==> src/rtl/vram_arb_pkg.sv <==
package vram_arb_pkg;
   typedef enum logic [1:0] {
      SLOT_IDLE = 2'd0,
      SLOT_WAIT = 2'd1,
      SLOT_BUSY = 2'd2
   } slot_state_t;
endpackage

==> src/rtl/vram_dot_divider.sv <==
module vram_dot_divider #(
   parameter int CHAR_DOTS = 8,
   parameter int CPU_DOTS  = 3,
   parameter int PHASES    = 2
) (
   input  logic              clk,
   input  logic              rst,
   output logic              cpu_sel,
   output logic              slot_pre,
   output logic              slot_last,
   output logic [PHASES-1:0] char_ph
);
   localparam int CNT_W = (CHAR_DOTS > 2) ? $clog2(CHAR_DOTS) : 1;
   localparam logic [CNT_W-1:0] LAST_C = CNT_W'(CHAR_DOTS - 1);
   localparam logic [CNT_W-1:0] HALF_C = CNT_W'(CHAR_DOTS / 2);
   localparam logic [CNT_W-1:0] CRT_C  = CNT_W'(CHAR_DOTS - CPU_DOTS);
   localparam logic [CNT_W-1:0] PRE_C  = CNT_W'(CHAR_DOTS - CPU_DOTS - 1);

   logic [CNT_W-1:0] dot_cnt;
   logic [CNT_W-1:0] cnt_nxt;

   assign cnt_nxt   = (dot_cnt == LAST_C) ? '0 : dot_cnt + 1'b1;
   assign cpu_sel   = (dot_cnt >= CRT_C);
   assign slot_pre  = (dot_cnt == PRE_C);
   assign slot_last = (dot_cnt == LAST_C);

   always_ff @(posedge clk) begin
      if (rst) begin
         dot_cnt    <= '0;
         char_ph[0] <= 1'b0;
      end else begin
         dot_cnt    <= cnt_nxt;
         char_ph[0] <= (cnt_nxt >= HALF_C);
      end
   end

   for (genvar k = 1; k < PHASES; k++) begin : g_lag
      always_ff @(posedge clk) begin
         if (rst) char_ph[k] <= 1'b0;
         else     char_ph[k] <= char_ph[k-1];
      end

      AST_PH_LAG: assert property (@(posedge clk) disable iff (rst)
         $rose(char_ph[k-1]) |=> $rose(char_ph[k])) else $error("phase lag");
   end

   AST_PH_RISE: assert property (@(posedge clk) disable iff (rst)
      $rose(char_ph[0]) |-> (dot_cnt == HALF_C)) else $error("phase 0 rise");
endmodule

==> src/rtl/vram_cpu_slot.sv <==
module vram_cpu_slot
   import vram_arb_pkg::*;
#(
   parameter int ADDR_W = 14,
   parameter int DATA_W = 8
) (
   input  logic              clk,
   input  logic              rst,
   input  logic              slot_pre,
   input  logic              slot_last,
   input  logic              cpu_sel,
   input  logic              cpu_req,
   input  logic              cpu_we,
   input  logic [ADDR_W-1:0] cpu_addr,
   input  logic [DATA_W-1:0] cpu_wdata,
   output logic              cpu_rdy,
   output logic [DATA_W-1:0] cpu_rdata,
   output logic [ADDR_W-1:0] addr_q,
   output logic [DATA_W-1:0] wdata_q,
   output logic              ram_we,
   input  logic [DATA_W-1:0] ram_rdata,
   output logic              rd_stb
);
   slot_state_t state;
   logic        we_q;

   assign cpu_rdy = (state == SLOT_IDLE);
   assign ram_we  = (state == SLOT_BUSY) && we_q;
   assign rd_stb  = (state == SLOT_BUSY) && !we_q && slot_last;

   always_ff @(posedge clk) begin
      if (rst) begin
         state     <= SLOT_IDLE;
         addr_q    <= '0;
         wdata_q   <= '0;
         we_q      <= 1'b0;
         cpu_rdata <= '0;
      end else begin
         unique case (state)
            SLOT_IDLE: if (cpu_req) begin
               addr_q  <= cpu_addr;
               wdata_q <= cpu_wdata;
               we_q    <= cpu_we;
               state   <= slot_pre ? SLOT_BUSY : SLOT_WAIT;
            end
            SLOT_WAIT: if (slot_pre) state <= SLOT_BUSY;
            SLOT_BUSY: if (slot_last) begin
               state <= SLOT_IDLE;
               if (!we_q) cpu_rdata <= ram_rdata;
            end
            default: state <= SLOT_IDLE;
         endcase
      end
   end

   AST_WE_IN_SLOT: assert property (@(posedge clk) disable iff (rst)
      ram_we |-> cpu_sel) else $error("write outside slot");
   AST_RDY_DROP: assert property (@(posedge clk) disable iff (rst)
      $fell(cpu_rdy) |-> $past(cpu_req)) else $error("ready fell without request");
   AST_ACCESS_FULL: assert property (@(posedge clk) disable iff (rst)
      $rose(ram_we) |-> $past(slot_pre)) else $error("partial write slot");
   AST_RDY_AFTER: assert property (@(posedge clk) disable iff (rst)
      rd_stb |=> cpu_rdy) else $error("ready not released");
   AST_RDATA_HOLD: assert property (@(posedge clk) disable iff (rst)
      !$past(rd_stb) |-> $stable(cpu_rdata)) else $error("read data moved");
endmodule

==> src/rtl/vram_slot_arbiter.sv <==
module vram_slot_arbiter #(
   parameter int ADDR_W    = 14,
   parameter int DATA_W    = 8,
   parameter int CHAR_DOTS = 8,
   parameter int CPU_DOTS  = 3,
   parameter int PHASES    = 2
) (
   input  logic              clk,
   input  logic              rst,
   input  logic              cpu_req,
   input  logic              cpu_we,
   input  logic [ADDR_W-1:0] cpu_addr,
   input  logic [DATA_W-1:0] cpu_wdata,
   output logic              cpu_rdy,
   output logic [DATA_W-1:0] cpu_rdata,
   input  logic [ADDR_W-1:0] crt_addr,
   output logic [ADDR_W-1:0] ram_addr,
   output logic [DATA_W-1:0] ram_wdata,
   output logic              ram_we,
   input  logic [DATA_W-1:0] ram_rdata,
   output logic              rd_stb,
   output logic              cpu_sel,
   output logic [PHASES-1:0] char_ph
);
   if (CHAR_DOTS < 2) begin : g_bad_dots
      $error("CHAR_DOTS must be at least 2");
   end
   if (CPU_DOTS < 1 || CPU_DOTS >= CHAR_DOTS) begin : g_bad_slot
      $error("CPU_DOTS must lie in 1..CHAR_DOTS-1");
   end
   if (PHASES < 1) begin : g_bad_ph
      $error("PHASES must be at least 1");
   end

   logic              slot_pre;
   logic              slot_last;
   logic [ADDR_W-1:0] cpu_addr_q;

   vram_dot_divider #(
      .CHAR_DOTS (CHAR_DOTS),
      .CPU_DOTS  (CPU_DOTS),
      .PHASES    (PHASES)
   ) u_div (
      .clk       (clk),
      .rst       (rst),
      .cpu_sel   (cpu_sel),
      .slot_pre  (slot_pre),
      .slot_last (slot_last),
      .char_ph   (char_ph)
   );

   vram_cpu_slot #(
      .ADDR_W (ADDR_W),
      .DATA_W (DATA_W)
   ) u_slot (
      .clk       (clk),
      .rst       (rst),
      .slot_pre  (slot_pre),
      .slot_last (slot_last),
      .cpu_sel   (cpu_sel),
      .cpu_req   (cpu_req),
      .cpu_we    (cpu_we),
      .cpu_addr  (cpu_addr),
      .cpu_wdata (cpu_wdata),
      .cpu_rdy   (cpu_rdy),
      .cpu_rdata (cpu_rdata),
      .addr_q    (cpu_addr_q),
      .wdata_q   (ram_wdata),
      .ram_we    (ram_we),
      .ram_rdata (ram_rdata),
      .rd_stb    (rd_stb)
   );

   assign ram_addr = cpu_sel ? cpu_addr_q : crt_addr;

   AST_STB_IN_SLOT: assert property (@(posedge clk) disable iff (rst)
      rd_stb |-> (cpu_sel && ram_addr == cpu_addr_q)) else $error("strobe outside slot");
endmodule

==> config.mk <==
export PLATFORM = sky130hd
export DESIGN_NAME = vram_slot_arbiter
export DESIGN_NICKNAME = d
export VERILOG_FILES = /design/src/rtl/vram_arb_pkg.sv /design/src/rtl/vram_dot_divider.sv /design/src/rtl/vram_cpu_slot.sv /design/src/rtl/vram_slot_arbiter.sv
export SDC_FILE = /design/constraint.sdc
export NUM_CORES = 1
export LEC_CHECK = 0
export BUFFER_PORTS_ARGS = -buffer_cell sky130_fd_sc_hd__buf_2
export CAP_MARGIN = 0
export CORE_ASPECT_RATIO = 1.1
export CORE_MARGIN = 4
export CORE_UTILIZATION = 28
export CTS_CLUSTER_SIZE = 25
export DETAILED_ROUTE_END_ITERATION = 8
export PLACE_DENSITY = 0.6
export SLEW_MARGIN = 15
export SYNTH_ARGS = -nofsm -noshare
export SYNTH_HDL_FRONTEND = slang
export SYNTH_SLANG_ARGS = --single-unit
==> constraint.sdc <==
create_clock -name clk -period 4.15 [get_ports clk]
set_input_delay 0.6225 -clock clk [delete_from_list [all_inputs] [get_ports clk]]
set_output_delay 0.6225 -clock clk [all_outputs]
set_load 0.05 [all_outputs]
==> impl_metrics.csv <==
group,metric,value,unit
run_status,status,"completed",
sta,finClkSkew,0.00332,ns
synthesis,syn-mean-instance-area,10.5,sq um
critical_path,worst-path-buf-inv,2,
sta,timing.hold.ws,0.473,ns
pwr,total_power,0.000840,W
cts,cts_tree,"built",
placed_design,place_ws,1.57,ns
cts,cts_hold_buf,0,
critical_path,critical_path.startpoint,"u_div.dot_cnt[1]",
sta,relSlewSlack,43.8,%
pwr,netSwitchingFraction,29.3,%
global_route,grt_use_total,10.6,%
synthesis,ys.warnings.count,0,
critical_path,critical_path.max_stage_delay,0.65,ns
sta,worst_pin_slew,0.843,ns
critical_path,start_kind,"flop",
die,die_w,85.8,um
cts,cts.clk_slew.worst_paths,0.07,ns
detailed_routing,drc,0,
die,die_h,93.6,um
cts,cts.sinks,37,
sta,rsz0062_at_grt,"no",
pwr,combPwrFrac,21.0,%
die,initial_core_util,29.6,%
detailed_routing,antenna_left,0,
cts,post_cts_buffers,0,
synthesis,syn_nets,231,
placed_design,port_buffers,83,
final_layout,area_growth,29.5,%
final_layout,mostFrequentLayoutCells,"83 x buf_2, 62 x nand2b_1, 37 x dfxtp_1",
worst_hold_path,hp-start,"u_slot.wdata_q[2]",
cts,clock_tree.root_cell,"clkbuf_8",
synthesis,synth_seq_cells,37,
synthesis,synthTopCellsByArea,"dfxtp_1 40%, nand2b_1 21%, mux2i_1 17%",
critical_path,crit_family,"compound AO/OA/AOI/OAI gates",
cts,postCtsResizedCells,0,
final_layout,diodes,0,
synthesis,synth-seq-area-share,39.7,%
global_route,grt_pass1_vias,1432,
final_layout,layout_commonest_cell,"buf_2",
critical_path,critPathKind,"flop to primary output",
synthesis,synth_top_cell_by_area,"dfxtp_1",
final_layout,nets,311,
cts,numCtsBuffers,5,
sta,fin_tns_setup,0,ns
detailed_routing,drtIter0Drc,30,
global_route,grt_antenna_before_repair,0,
cts,clock_latency,0.28,ns
critical_path,cp_max_fo,15,
critical_path,crit_path_end_kind,"primary output",
final_layout,utilization,38.3,%
final_layout,ff_latch_area,741,sq um
pwr,clkPwrFrac,33.0,%
synthesis,syn-instance-count,178,
placed_design,place.gp.congestion,0.694,
sta,period_share,68.2,%
final_layout,fillers,634,
critical_path,slowest_stage,"o21ai_2",
global_route,grt_max_degree,70,
sta,setup_viol,0,
pwr,p_int,0.000594,W
cts,cts.htree.levels,2,
die,placementRows,30,
sta,worst_slack,1.32,ns
final_layout,multi_input_area,1030,sq um
die,core,6310,sq um
detailed_routing,wl_per_cell,12.0,um
critical_path,worstPathRequired,3.53,ns
worst_hold_path,hp-class,"flop to flop",
pwr,leakage,1.12,nW
cts,clk_path_buf_depth,2,
pwr,power.switching,0.000246,W
flow_run,maxCapViolations,0,
global_route,grt.overflow.total,0,
pwr,seqPwrFrac,46.1,%
critical_path,path_cells,"inv_1, ha_1, o21ai_2, mux2_2, buf_2",
synthesis,yosys.cell_types.count,22,
global_route,grt_pass1_wl,6760,um
synthesis,netlist_area,1870,sq um
pwr,p_per_area,348,nW/um^2
sta,fin_crit,2.83,ns
detailed_routing,drt-total-wl,4080,um
placed_design,hpwl,2990,um
critical_path,crit_arrival,2.21,ns
die,die_area,8030,sq um
sta,final_hold_viol_count,0,
detailed_routing,viasPerCell,4.26,
final_layout,layout-drive-gt1-share,42.5,%
detailed_routing,vias,1444,
sta,fmax,0.353,GHz
critical_path,r2r_start,"u_slot.state[1]",
sta,slew_violations,0,
synthesis,synth_top_area_share,39.7,%
die,ios,84,
detailed_routing,drt_first_pass_iters,4,
pwr,max-vdd-ir-drop,129,uV
[through the flow]
stage	cells	area, sq um
after floorplan	178	1870
after global placement	331	2310
after detailed placement	331	2310
after CTS	339	2420
after global routing	339	2420
final	339	2420
[registers in the layout, summed over array words and instances, names as in the netlist]
| name | cells |
|---|---|
| u_slot.state | 2 |
| u_slot.wdata_q | 8 |
| u_slot.cpu_rdata | 8 |
| u_slot.we_q | 1 |
| u_div.dot_cnt | 3 |
| u_div.char_ph | 1 |
| u_slot.addr_q | 14 |
[worst min-delay path: cells and delay by family, from the launching register on]
kind	cells	cell delay [ns]
DFF	1	0.32
and+or+nand+nor	1	0.06
muxes	1	0.05
[final timing paths]
path                       endpoint  slack, ns  cells after the start
setup / recovery        ram_addr[8]       1.32                      5
hold / removal    u_slot.wdata_q[2]       0.47                      2
hold reg to reg   u_slot.wdata_q[2]       0.47                      2
setup reg to reg        u_slot.we_q       2.39                      3
[power by group through the flow]
stage / clock network (W) / logic [W] / registers [W]
finish: 0.000277 / 0.000176 / 0.000387
global route: 0.000308 / 0.000191 / 0.000391
CTS: 0.000292 / 0.000180 / 0.000387
detailed placement: 0 / 0.000180 / 0.000395
global placement: 0 / 0.000177 / 0.000395
floorplan: 0 / 0.000117 / 0.000412
[synth_stat cells, drive strengths merged]
library cell	n
nand2b	62
dfxtp	37
mux2i	31
mux2	14
buf	7
clkbuf	5
ha	5
inv	3
nor2	2
nor2b	2
nor3b	2
and3b	1
and4bb	1
nand2	1
nor3	1
nor4b	1
o21ai	1
o41ai	1
or4b	1
[final cells by class]
| class | instances | share of cell area (%) |
|---|---|---|
| Tap cell | 80 | 4.14 |
| Clock inverter | 1 | 0.207 |
| Clock buffer | 7 | 3.99 |
| Multi-Input combinational cell | 126 | 42.7 |
| Inverter | 3 | 0.466 |
| Timing Repair Buffer | 85 | 17.8 |
| Sequential cell | 37 | 30.7 |
[kinds of logic (layout without fill, tap and decap cells)]
| group | Yosys count | in the layout | share of synthesized area [%] |
|---|---|---|---|
| multiplexers | 45 | 45 | 25.1 |
| flip-flops | 37 | 37 | 39.7 |
| AO/OA/AOI/OAI | 2 | 2 | 0.939 |
| buffers and inverters | 15 | 96 | 4.96 |
| AND/OR/NAND/NOR | 74 | 74 | 26.0 |
| adder cells (fa/ha/maj) | 5 | 5 | 3.35 |
[metal layers]
metal | vias to the layer above | share of wire, % | GRT usage [%]
met5 | - | 0 | 0
met4 | 0 | 1.3 | 3.56
met3 | 6 | 8.4 | 3.61
met2 | 54 | 44 | 17.0
met1 | 642 | 46 | 13.2
li1 | 742 | - | -
Note: power is estimated with default switching activity, not from simulation.
